**src/rtl/spi_xfer_seq.sv**
```systemverilog
module spi_xfer_seq #(
  parameter int DW = 32,
  parameter int CW = 16
) (
  input  logic          clk,
  input  logic          rst_n,
  input  logic          en,
  input  logic          start,
  input  logic          susp_req,
  input  logic          cpol,
  input  logic          cpha,
  input  logic          lsb_first,
  input  logic [2:0]    baud,
  input  logic          bypass,
  input  logic [$clog2(DW)-1:0] frame_bits,
  input  logic [CW-1:0] xfer_size,
  input  logic [3:0]    lead_gap,
  input  logic [3:0]    frame_gap,
  input  logic          sel_pulse,
  input  logic          sel_en,
  input  logic          sel_pol,
  input  logic          auto_susp,
  input  logic          tx_en,
  input  logic [DW-1:0] tx_data,
  input  logic          tx_valid,
  output logic          tx_ready,
  output logic [DW-1:0] rx_data,
  output logic          rx_valid,
  input  logic          rx_ready,
  input  logic          miso,
  output logic          sck,
  output logic          mosi,
  output logic          ss,
  output logic          running,
  output logic          eot,
  output logic          susp
);
  localparam int IW = $clog2(DW);
  localparam int HW = (IW + 1 > 5) ? IW + 1 : 5;

  typedef enum logic [2:0] {S_IDLE, S_LEAD, S_WAIT, S_XFER, S_GAP} st_t;

  st_t           st;
  logic [7:0]    hcnt;
  logic [HW-1:0] h;
  logic [DW-1:0] txw, rxw;
  logic [CW-1:0] cnt;
  logic          pend, hold;

  logic [7:0]    half_m1;
  logic          timed, tick, gap_end, last_half, fin, go, ss_on;
  logic [3:0]    gsel;
  logic [IW-1:0] bit_i, idx;

  assign half_m1   = bypass ? 8'd0 : 8'((9'd1 << baud) - 9'd1);
  assign timed     = (st == S_LEAD) || (st == S_XFER) || (st == S_GAP);
  assign tick      = timed && (hcnt == half_m1);
  assign gsel      = (st == S_LEAD) ? lead_gap : frame_gap;
  assign gap_end   = (h == HW'({gsel, 1'b0}) - HW'(1));
  assign last_half = (h == HW'({frame_bits, 1'b1}));
  assign bit_i     = h[IW:1];
  assign idx       = lsb_first ? bit_i : frame_bits - bit_i;
  assign fin       = (xfer_size != '0) && (cnt + CW'(1) == xfer_size);
  assign go        = en && (st == S_WAIT) && !pend && (!auto_susp || rx_ready)
                     && (!tx_en || tx_valid);
  assign tx_ready  = go && tx_en;

  assign ss_on = sel_en && ((st == S_LEAD) || (st == S_WAIT) || (st == S_XFER) ||
                 ((st == S_GAP) && !(sel_pulse && frame_gap > 4'd1)));
  assign ss    = sel_pol ? ss_on : !ss_on;
  assign sck   = cpol ^ ((st == S_XFER) && (h[0] ^ cpha));
  assign mosi  = (st == S_XFER) && txw[idx];

  always_ff @(posedge clk or negedge rst_n) begin
    if (!rst_n) begin
      st <= S_IDLE; hcnt <= '0; h <= '0; txw <= '0; rxw <= '0; cnt <= '0;
      pend <= 1'b0; hold <= 1'b0; running <= 1'b0; eot <= 1'b0; susp <= 1'b0;
      rx_valid <= 1'b0; rx_data <= '0;
    end else begin
      eot <= 1'b0;
      susp <= 1'b0;
      rx_valid <= 1'b0;
      hcnt <= (tick || !timed) ? 8'd0 : hcnt + 8'd1;
      if (susp_req && running) pend <= 1'b1;
      if (!en) begin
        st <= S_IDLE; running <= 1'b0; pend <= 1'b0; hold <= 1'b0;
      end else begin
        case (st)
          S_IDLE: if (start) begin
            running <= 1'b1; cnt <= '0; h <= '0; pend <= 1'b0; hold <= 1'b0;
            st <= (sel_en && lead_gap != 4'd0) ? S_LEAD : S_WAIT;
          end
          S_LEAD, S_GAP: begin
            if (pend) begin
              susp <= 1'b1; running <= 1'b0; pend <= 1'b0; st <= S_IDLE;
            end else if (tick) begin
              if (gap_end) begin st <= S_WAIT; h <= '0; end
              else h <= h + HW'(1);
            end
          end
          S_WAIT: begin
            if (pend) begin
              susp <= 1'b1; running <= 1'b0; pend <= 1'b0; st <= S_IDLE;
            end else if (auto_susp && !rx_ready) begin
              if (!hold) susp <= 1'b1;
              hold <= 1'b1;
            end else begin
              hold <= 1'b0;
              if (go) begin
                st <= S_XFER; h <= '0; rxw <= '0;
                txw <= tx_en ? tx_data : '0;
              end
            end
          end
          S_XFER: if (tick) begin
            if (!h[0]) rxw[idx] <= miso;
            if (last_half) begin
              rx_valid <= 1'b1; rx_data <= rxw; cnt <= cnt + CW'(1);
              if (fin) begin
                eot <= 1'b1; running <= 1'b0; st <= S_IDLE;
              end else if (pend) begin
                susp <= 1'b1; running <= 1'b0; pend <= 1'b0; st <= S_IDLE;
              end else if (frame_gap != 4'd0) begin
                st <= S_GAP; h <= '0;
              end else st <= S_WAIT;
            end else h <= h + HW'(1);
          end
          default: st <= S_IDLE;
        endcase
      end
    end
  end
endmodule

```
**config.mk**
```make
export PLATFORM = sky130hd
export DESIGN_NAME = spi_xfer_seq
export DESIGN_NICKNAME = d
export VERILOG_FILES = /design/src/rtl/spi_xfer_seq.sv
export SDC_FILE = /design/constraint.sdc
export NUM_CORES = 1
export LEC_CHECK = 0
export BUFFER_PORTS_ARGS = -buffer_cell sky130_fd_sc_hd__buf_2
export CAP_MARGIN = 20
export CORE_MARGIN = 2
export CORE_UTILIZATION = 35
export CTS_CLUSTER_SIZE = 14
export DETAILED_ROUTE_END_ITERATION = 8
export SYNTH_ARGS = -nofsm -noshare
export SYNTH_HDL_FRONTEND = slang
export SYNTH_SLANG_ARGS = --single-unit
```
**constraint.sdc**
```tcl
create_clock -name clk -period 10.84 [get_ports clk]
set_clock_uncertainty 0.2 [all_clocks]
set_input_delay 0.542 -clock clk [delete_from_list [all_inputs] [get_ports clk]]
set_output_delay 0.542 -clock clk [all_outputs]
set_load 0.005 [all_outputs]
```
==> Word level (Yosys, flattened, before mapping) <==
Index checks and enable logic that the tools add are counted.
{ "op_classes": {"addsub": 6, "magnitude_cmp": 3, "n_eq_ne": 30, "shifts": 1, "n_mux": 87, "bitwise_logic": 4, "n_reduce_logical": 48} }
{ "op_table": {"columns": ["op", "count"], "rows": [
  ["$mux W32", 6],
  ["$mux W6", 12],
  ["$pmux W32 S2", 1],
  ["$mux W16", 3],
  ["$mux W3", 13],
  ["$mux W1", 37],
  ["$bwmux W32", 1],
  ["$pmux W16 S2", 1],
  ["$pmux W6 S4", 1],
  ["$ne A2 B2 Y1 const B", 9],
  ["$ne A3 B3 Y1 const B", 6],
  ["$add A16 B1 Y16 const B", 1],
  ["$eq A16 B16 Y1", 1],
  ["$logic_and A1 B1 Y1", 16],
  ["$mux W8", 2],
  ["$ne A4 B4 Y1 const B", 4],
  ["$reduce_bool A16 Y1", 1],
  ["$reduce_and A7 Y1", 2],
  ["$eq A6 B6 Y1", 2],
  ["$pmux W3 S4", 1],
  ["$reduce_and A12 Y1", 1],
  ["$reduce_bool A4 Y1", 3],
  ["$reduce_and A5 Y1", 2],
  ["$pmux W1 S3", 3],
  ["32 further kinds", 50]
]} }
{ "totals": {"regBits": 135, "inputBits": 81, "out_inout_bits": 40, "wordCells": 192} }

==> Depth between registers and ports, before layout <==
Gate-level depths: netlist (run 1).
{ "logic_depth": {"ltp_word": 10, "mapped_depth": 14, "mapped_depth_nobuf": 12} }

==> Worst setup path before layout (run 1) <==
OpenSTA, ideal clock, no wires.
{ "synth_path": {"path_kind": "input to register", "startpoint": "in baud[2]", "endpoint": "reg cnt[13]", "t_arrival_ps": 3297, "required_ps": 10508, "slack_ps": 7211, "stages": 13, "n_path_buf": 2, "cell_sequence": "clkbuf_1 -> nor3_1 -> inv_1 -> ha_1 -> or4b_1 -> nor3b_1 -> a211oi_1 -> o31ai_4 -> nand4_1 -> a211o_1 -> buf_2 -> o21ai_1 -> o41ai_1"} }
{ "synth_via": {"elab_chain_cells": 7} }
{ "synth_lines": {"columns": ["item", "line_no", "text"], "rows": [
  ["from (decl)", "13", "input logic [2:0] baud,"],
  ["$shl A1 B3 Y8", "55", "assign half_m1 = bypass ? 8'd0 : 8'((9'd1 << baud) - 9'd1);"],
  ["$sub A8 B1 Y8", "55", null],
  ["$mux W8", "55", null],
  ["$eq A8 B8 Y1", "57", "assign tick = timed && (hcnt == half_m1);"],
  ["$logic_and A1 B1 Y1", "57", null],
  ["$ne A2 B2 Y1 (no source line)", null, null],
  ["$reduce_and A5 Y1 (no source line)", null, null],
  ["to (signal assigned)", "76", "st <= S_IDLE; hcnt <= '0; h <= '0; txw <= '0; rxw <= '0; cnt <= '0;"],
  ["to (signal assigned)", "90", "running <= 1'b1; cnt <= '0; h <= '0; pend <= 1'b0; hold <= 1'b0;"],
  ["to (signal assigned)", "118", "rx_valid <= 1'b1; rx_data <= rxw; cnt <= cnt + CW'(1);"],
  ["to (decl)", "47", "logic [CW-1:0] cnt;"]
]} }
Every way passes these cells.
A chain may end at the register's enable or synchronous reset.

==> Worst setup path after layout (run 1) <==
{ "layout_path": {"startpoint": "reg h[1]", "endpoint": "out mosi"} }
{ "layout_via": {"elab_chain_cells": 5} }
{ "layout_lines": {"columns": ["item", "line_no", "text"], "rows": [
  ["from (decl)", "45", "logic [HW-1:0] h;"],
  ["from (signal assigned)", "98", "else h <= h + HW'(1);"],
  ["from (signal assigned)", "126", "end else h <= h + HW'(1);"],
  ["$sub A5 B5 Y5", "62", "assign idx = lsb_first ? bit_i : frame_bits - bit_i;"],
  ["$mux W5 *", "62", null],
  ["$bmux W1 S5 *", "72", "assign mosi = (st == S_XFER) && txw[idx];"],
  ["$mux W1 (implied by the code) *", "72", null],
  ["$logic_and A1 B1 Y1 *", "72", null],
  ["to (decl)", "32", "output logic mosi,"]
]} }
Every way passes the cells marked *; elsewhere a longest branch is shown, timed or not. The select of a mux whose other input is x is not followed.

==> out/metrics.csv, run 1 <==
metric,value,unit
# DRC,0,
Worst Path Arrival,3.62,ns
FMAX,0.229,GHz
CP max FO,17,
Crit. Startpoint,h[1],
All-Layer GR Usage,0.183,
CTS Buffer Depth,2,
Yosys reg bits,135,
worst hold path class,input port to asynchronous set/reset pin,
reg-to-reg startpoint,st[0],
critical path launch point type,register,
Buffers on Ports,120,
Die Ht,155,µm
actual slew at the worst max-slew pin,0.934,ns
vias per cell,5.37,
TNS Setup,0,ns
postcts setup bufs,0,
Crit. End Element,output pin,
CTS root buffer,clkbuf_16,
Flop pwr share,0.374,
Finish-stage setup viols,0,
# clock sinks,135,
fin crit share,0.403,
cell count after synthesis,944,
synth warn,0,
final core area utilization,0.418,
r2r worst-path depth,12,
Slew HR,0.378,
worst skew pair latency,0.42,ns
H-tree levels,4,
P_leak,4.50,nW
DP HPWL,15300,µm
Main synth FF type,dfrtp_1,
first-pass GRT wire length,35500,µm
die area,24000,µm²
io pins,121,
library cells used by synthesis,77,
Core ar.,22500,µm²
Nets,1125,
Internal Power,1.10,mW
Pwr Total,1.61,mW
total CTS buffers,17,
status,finished clean,
P per Cell Area,171,nW/µm²
hold violation count in the final report,0,
Yosys top cell area share,0.425,
cell row count,55,
Post-synth EDFFs,0,
Resize count post-CTS,0,
Post-DRT Antenna Nets,0,
Vias,7149,
WL final,21400,µm
die width,155,µm
Max Cap Viol,0,
n_diodes,0,
"Net Count, Synth",1035,
max-slew violation count,0,
sw frac,0.315,
worst vdd ir,0.0779,mV
top post-synthesis cells by area,"dfrtp_1, nand2_1, o21ai_0",
Wirelength per Cell,16.1,µm
area grow syn2layout,18.2,%
Logic pwr share,0.236,
initial antenna violation count,1,
Critical Path RT,10.10,ns
fraction of registers with async set or reset after synthesis,1.00,
unrepaired setup endpoints after global routing,false,
Initial Utilization,0.354,
largest net degree at the start of global routing,72,
TritonCTS clock tree,done,
critical path type,register to output pin,
initial DRC count,503,
Fill cells,2286,
hold_buf cts,0,
post-route minimum period,4.36,ns
top cell type by total area after synthesis,dfrtp_1,
gr ovfl total,0,
"Cell Area, Synth",7960,µm²
fraction of layout cells with a size suffix above 1,0.181,
clock slew at reported path FFs,0.06,ns
vias in the first global route,6829,
synthesized area per cell,8.43,µm²
global placer's final weighted congestion,0.855,
DRT Pass-1 Iters,5,
clock share of power,0.390,
sequential share of the synthesized area,0.425,
Sw Pwr,0.507,mW
[synth_stat cells, drive strengths merged, types with 4 or more instances]
master and count:
nand2 212, dfrtp 135, o21ai 96, nand3 68
a21oi 56, clkbuf 42, nor2 39, nor3 25
xnor2 21, xor2 21, inv 19, buf 18
and3 16, nand4 14, nor2b 11, ha 9
mux4 9, nor4 8, o41ai 8, a21o 7
o211ai 7, mux2i 6, o21a 6, o22ai 6
o31ai 6, or3 6, nor3b 5, a211o 4
a211oi 4, nor4b 4
[path summary, 6_finish.rpt]
kind	end	slack [ns]
worst max-delay path	mosi	6.48
worst min-delay path	rx_data[17]	0.06
worst max register to register	st[1]	6.77
worst min register to register	rx_data[22]	0.26
max in group asynchronous	rxw[0]	9.00
min in group clk	txw[18]	0.14
[metrics by stage]
step / worst slack [ns] / area, µm² / std cells / hold slack, ns
2_1_floorplan: 7.21 / 7960 / 944 / 0.0464
3_3_place_gp: 6.66 / 8750 / 1299 / 0.245
3_5_place_dp: 6.59 / 8750 / 1299 / 0.251
4_1_cts: 6.46 / 9390 / 1331 / 0.0930
5_1_grt: 6.23 / 9400 / 1332 / 0.146
6_report: 6.48 / 9400 / 1332 / 0.0577
[flip-flops by register name, summed over array words and instances, names as in the netlist]
name / count
cnt: 16
eot: 1
h: 6
hcnt: 8
hold: 1
pend: 1
running: 1
rx_data: 32
rx_valid: 1
rxw: 32
st: 3
susp: 1
txw: 32
[power by group through the flow]
| stage | Sequential [mW] | Clock (mW) | Combinational [mW] |
|---|---|---|---|
| 2_1_floorplan | 0.585 | 0 | 0.288 |
| 3_3_place_gp | 0.609 | 0 | 0.375 |
| 3_5_place_dp | 0.610 | 0 | 0.378 |
| 4_1_cts | 0.601 | 0.641 | 0.380 |
| 5_1_grt | 0.608 | 0.660 | 0.430 |
| 6_report | 0.602 | 0.628 | 0.380 |
[cell usage in the layout (no fill, tap or decap), types with 11 or more instances in the layout]
| cell | count |
|---|---|
| nor2b_1 | 11 |
| o21ai_0 | 89 |
| dfrtp_1 | 135 |
| and3_1 | 16 |
| inv_1 | 18 |
| nor3_1 | 23 |
| a21oi_1 | 56 |
| xnor2_1 | 21 |
| nand3_1 | 67 |
| buf_4 | 11 |
| clkbuf_16 | 17 |
| nor2_1 | 39 |
| nand4_1 | 14 |
| xor2_1 | 21 |
| buf_2 | 119 |
| nand2_1 | 211 |
[worst max-delay path, stage by stage, from the launching register on]
cell,delay [ns]
dfrtp_1,0.47
ha_1,0.21
inv_1,0.05
fa_1,0.42
a21o_1,0.23
a2111o_1,0.41
nand3_1,0.10
nand2_1,0.31
nand3_1,0.35
o21ai_0,0.13
a221oi_1,0.32
buf_2,0.18
[kinds of logic (layout without fill, tap and decap cells)]
kind of cell	Yosys count	after routing	share of synthesized area
AO/OA/AOI/OAI	230	230	0.178
XOR/XNOR	44	44	0.0519
adder cells (fa/ha/maj)	10	10	0.0167
buffers and inverters	80	183	0.0412
flip-flops	135	135	0.425
multiplexers	16	16	0.0344
AND/OR/NAND/NOR	429	429	0.253
[layout make-up]
type / instances / area, µm² / share of cell area
multi-input combinational: 729 / 4260 / 0.453
sequential: 135 / 3380 / 0.359
timing repair buffer: 131 / 693 / 0.0737
clock buffer: 20 / 447 / 0.0475
tap: 285 / 357 / 0.0379
clock inverter: 12 / 190 / 0.0202
inverter: 20 / 75.1 / 0.00798
[layer usage]
| metal | GRT usage | share of wire | vias up |
|---|---|---|---|
| met1 | 0.272 | 0.50 | 3384 |
| li1 | - | - | 3544 |
| met3 | 0.0322 | 0.049 | 22 |
| met2 | 0.271 | 0.43 | 197 |
| met5 | 0 | 0.00061 | - |
| met4 | 0.0595 | 0.014 | 2 |
Note: power is estimated with default switching activity, not from simulation.
==> run 2, diff against run 1 <==
clock period = 3.6 ns   (was 10.84 ns; I/O delays follow)
==> out/metrics.csv, run 2 (same netlist as run 1, synthesis figures left out) <==
metric,value,unit
max-slew violation count,0,
Crit. End Element,output pin,
Regs by FF count,"rx_data: 32 flops, rxw: 32 flops, txw: 32 flops",
global placer's final weighted congestion,0.853,
post-route minimum period,3.43,ns
Die Ht,155,µm
total CTS buffers,17,
Worst Path Arrival,3.05,ns
Post-DRT Antenna Nets,0,
WL final,22100,µm
first-pass GRT wire length,36400,µm
critical path type,register to output pin,
Max Cap Viol,0,
r2r worst-path depth,13,
gr ovfl total,0,
area grow syn2layout,25.5,%
gr busiest metal,met2,
vias in the first global route,7086,
FF-to-FF End,st[1],
io pins,121,
FF-to-FF setup slack,0.39,ns
critical path launch point type,register,
Hold WS,0.0231,ns
initial antenna violation count,2,
Finish-stage setup viols,0,
"commonest non-fill, non-tap cell in the layout",nand2_1,
Initial Utilization,0.354,
die width,155,µm
P per Cell Area,493,nW/µm²
# clock sinks,135,
hold violation count in the final report,0,
postcts setup bufs,0,
TritonCTS clock tree,done,
actual slew at the worst max-slew pin,0.842,ns
Wirelength per Cell,15.9,µm
die area,24000,µm²
met1 usage,0.275,
Nets,1189,
# DRC,0,
worst hold path class,input port to register,
met2 Track Usage GR,0.286,
Buffers on Ports,120,
status,finished clean,
Post-Place Setup Slack,0.143,ns
fraction of layout cells with a size suffix above 1,0.197,
TNS Setup,0,ns
Vias,7521,
DP HPWL,15700,µm
H-tree levels,4,
P_leak,4.79,nW
Critical Path RT,3.22,ns
worst skew pair latency,0.42,ns
All-Layer GR Usage,0.188,
vias per cell,5.39,
WHS Path Cells,3,
unrepaired setup endpoints after global routing,false,
DRT Pass-1 Iters,5,
Worst Hold Launch,sel_en,
CTS root buffer,clkbuf_16,
CTS Buffer Depth,2,
cell row count,55,
most frequent cells in the layout,"nand2_1, dfrtp_1, buf_2",
Slew HR,0.439,
CP max FO,8,
final core area utilization,0.444,
FMAX,0.292,GHz
Min-Delay Endpoint,st[0],
worst vdd ir,0.259,mV
GR Util met3,0.0322,
Fill cells,2215,
clock slew at reported path FFs,0.06,ns
initial DRC count,574,
setup ws final,0.172,ns
fin crit share,0.952,
largest net degree at the start of global routing,67,
Core ar.,22500,µm²
reg-to-reg startpoint,st[1],
==> run 2: cell types whose count changed in the layout (fill, tap and decap cells not counted), moves of 2 or more <==
| cell | change |
|---|---|
| clkinv_4 | +2 |
| dlygate4sd3_1 | +37 |
| inv_6 | -2 |
| clkinvlp_4 | -2 |
| clkinv_2 | +2 |
| buf_4 | +26 |
==> run 2: area by class of cell <==
cell class	instances	area [µm²]	share of cell area
multi-input cells	729	4270	0.427
flip-flops and latches	135	3380	0.338
repair buffers	195	1290	0.129
clock buffers	19	443	0.0443
well taps	285	357	0.0357
clock inverters	11	174	0.0174
inverters	20	75.1	0.00752
diodes	1	2.50	0.000251
==> run 2: worst max path at each step <==
stage                     slack (ns)  startpoint     end
final                           0.17        h[1]    mosi
after detailed placement        0.14     baud[1]  cnt[2]
after CTS                       0.08        h[2]    mosi
after global routing           0.006        h[1]    mosi
after floorplan                 0.20       st[2]   st[1]
after global placement          0.20     baud[1]  cnt[2]
==> run 2: what timing repair did <==
item                                    4_1_cts  5_1_grt
resized for setup                             0        2
hold endpoints to repair                     99        0
endpoints found under the setup margin        0        1
hold buffers                                 37        0
==> run 2: power breakdown <==
part	leakage (nW)	internal, mW	total, mW	switching [mW]
logic	2.64	0.552	1.31	0.757
clock network	0.303	1.17	1.84	0.669
registers	1.85	1.67	1.77	0.101
total	4.79	3.39	4.92	1.53
==> run 2: critical path, stage by stage (launching register included) <==
cell and delay, ns:
dfrtp_1 0.34, ha_1 0.16, inv_1 0.05, fa_1 0.42, a21o_1 0.23, a2111o_1 0.40, nand3_1 0.11, nand2_1 0.08
buf_4 0.17, a31o_2 0.21, a221oi_1 0.27, buf_2 0.18
==> run 2: metal layers <==
layer / up-vias / wire (µm)
met5: - / 13
met4: 2 / 341
met3: 28 / 1090
met2: 210 / 9920
met1: 3596 / 10800
li1: 3685 / -
==> run 2: stage by stage <==
stage,power (mW),cells,instance area [µm²]
5_1_grt,5.21,1394,9980
4_1_cts,4.95,1393,9950
2_1_floorplan,2.63,944,7960
3_3_place_gp,3.04,1326,8970
6_report,4.92,1395,9990
3_5_place_dp,3.06,1326,8970
==> run 3, diff against run 2 <==
CAP_MARGIN = not set   (was 20)
CORE_UTILIZATION = 40   (was 35)
==> out/metrics.csv, run 3 (same netlist as run 1, synthesis figures left out) <==
metric,value,unit
P_leak,4.76,nW
global placer's final weighted congestion,0.859,
actual slew at the worst max-slew pin,1.11,ns
Finish-stage setup viols,0,
# DRC,0,
DP HPWL,15100,µm
WL final,21600,µm
# clock sinks,135,
DRT Pass-1 Iters,5,
Buffers on Ports,120,
Wirelength per Cell,15.7,µm
Hold WS,0.0157,ns
Worst Path Buf+Inv,3,
worst hold path class,input port to register,
FMAX,0.291,GHz
fin crit share,0.955,
largest net degree at the start of global routing,92,
slowest CP cell,fa_1,
Initial Utilization,0.409,
total CTS buffers,17,
delay of the slowest critical-path stage,0.41,ns
Vias,7440,
worst skew pair latency,0.42,ns
cells along the critical path,"ha_1, inv_1, fa_1, a21o_1, a2111o_1, nand3_1, nand2_2, buf_4, nor2_2, a31oi_1, o21ai_0, a221oi_2, buf_2",
Max Cap Viol,0,
die width,145,µm
worst vdd ir,0.342,mV
vias per cell,5.43,
CP max FO,13,
P per Cell Area,485,nW/µm²
Crit path max-delay family,compound AO/OA/AOI/OAI gates,
All-Layer GR Usage,0.210,
CTS root buffer,clkbuf_16,
final core area utilization,0.510,
gr ovfl total,0,
Nets,1183,
initial antenna violation count,1,
max-slew violation count,0,
vias in the first global route,7025,
H-tree levels,4,
most frequent cells in the layout,"nand2_1, dfrtp_1, buf_2",
post-route minimum period,3.44,ns
fraction of layout cells with a size suffix above 1,0.197,
Slew HR,0.258,
cell row count,51,
hold violation count in the final report,0,
die area,21000,µm²
area grow syn2layout,24.7,%
Core ar.,19500,µm²
"commonest non-fill, non-tap cell in the layout",nand2_1,
clock slew at reported path FFs,0.06,ns
Regs by FF count,"rx_data: 32 flops, rxw: 32 flops, txw: 32 flops",
critical path launch point type,register,
Pwr Total,4.81,mW
Crit. End Element,output pin,
Die Ht,145,µm
first-pass GRT wire length,36000,µm
TritonCTS clock tree,done,
CTS Buffer Depth,2,
postcts setup bufs,0,
Worst Path Arrival,3.06,ns
initial DRC count,460,
unrepaired setup endpoints after global routing,true,
io pins,121,
Post-DRT Antenna Nets,0,
critical path type,register to output pin,
Critical Path RT,3.22,ns
status,finished clean,
run 3: cell count changes in the layout (fill, tap and decap cells not counted), moves of 2 or more:
cell        before  now
buf_12           1    3
clkinv_4         4    1
buf_4           37   29
clkinvlp_4       0    2
inv_6            1    5
bufinv_16        4    1
clkinv_2         2    0
inv_8            0    5
run 3: area by class of cell:
class	instances	area (µm²)
clock inverter	14	154
multi-input combinational	729	4280
clock buffer	18	439
antenna	1	2.50
tap	265	332
sequential	135	3380
fill	1881	9540
inverter	20	75.1
timing repair buffer	189	1250
run 3: path summary, 6_finish.rpt:
check,from,endpoint,slack [ns],cells past startpoint
max,h[1],mosi,0.16,13
min,sel_en,st[0],0.02,3
max reg2reg,st[1],st[1],0.32,12
min reg2reg,rx_data[7],rx_data[7],0.26,2
max in group asynchronous,rst_n,txw[8],2.23,3
min in group asynchronous,rst_n,cnt[3],0.22,2
run 3: layer usage:
metal,wire (µm),GRT usage,share of wire
met1,10200,0.301,0.47
met2,9940,0.320,0.46
met3,1160,0.0428,0.054
met4,314,0.0639,0.015
met5,0,0,0
run 3: worst min-delay path, delay by kind of cell:
| kind | cells | cell delay, ns |
|---|---|---|
| compound gates | 2 | 0.32 |
| buf+inv | 1 | 0.11 |
run 3: through the flow:
| step | instances | setup TNS [ns] | area [µm²] | worst slack [ns] |
|---|---|---|---|---|
| after floorplan | 944 | 0 | 7960 | 0.195 |
| after global placement | 1301 | 0 | 8930 | 0.225 |
| after detailed placement | 1301 | 0 | 8930 | 0.170 |
| after CTS | 1370 | 0 | 9900 | 0.0185 |
| after global routing | 1370 | -0.0577 | 9920 | -0.0577 |
| final | 1371 | 0 | 9920 | 0.162 |
run 3: where the power goes:
group,leakage [nW],internal [mW],total [mW],switching (mW)
logic,2.61,0.537,1.29,0.752
clock network,0.288,1.00,1.76,0.755
registers,1.86,1.67,1.76,0.0960
total,4.76,3.21,4.81,1.60
run 3: repair_timing:
action                     in CTS  in global routing
hold endpoints to repair      126                  0
hold buffers                   37                  0
setup endpoints to repair       0                  3
resized for setup               0                  5
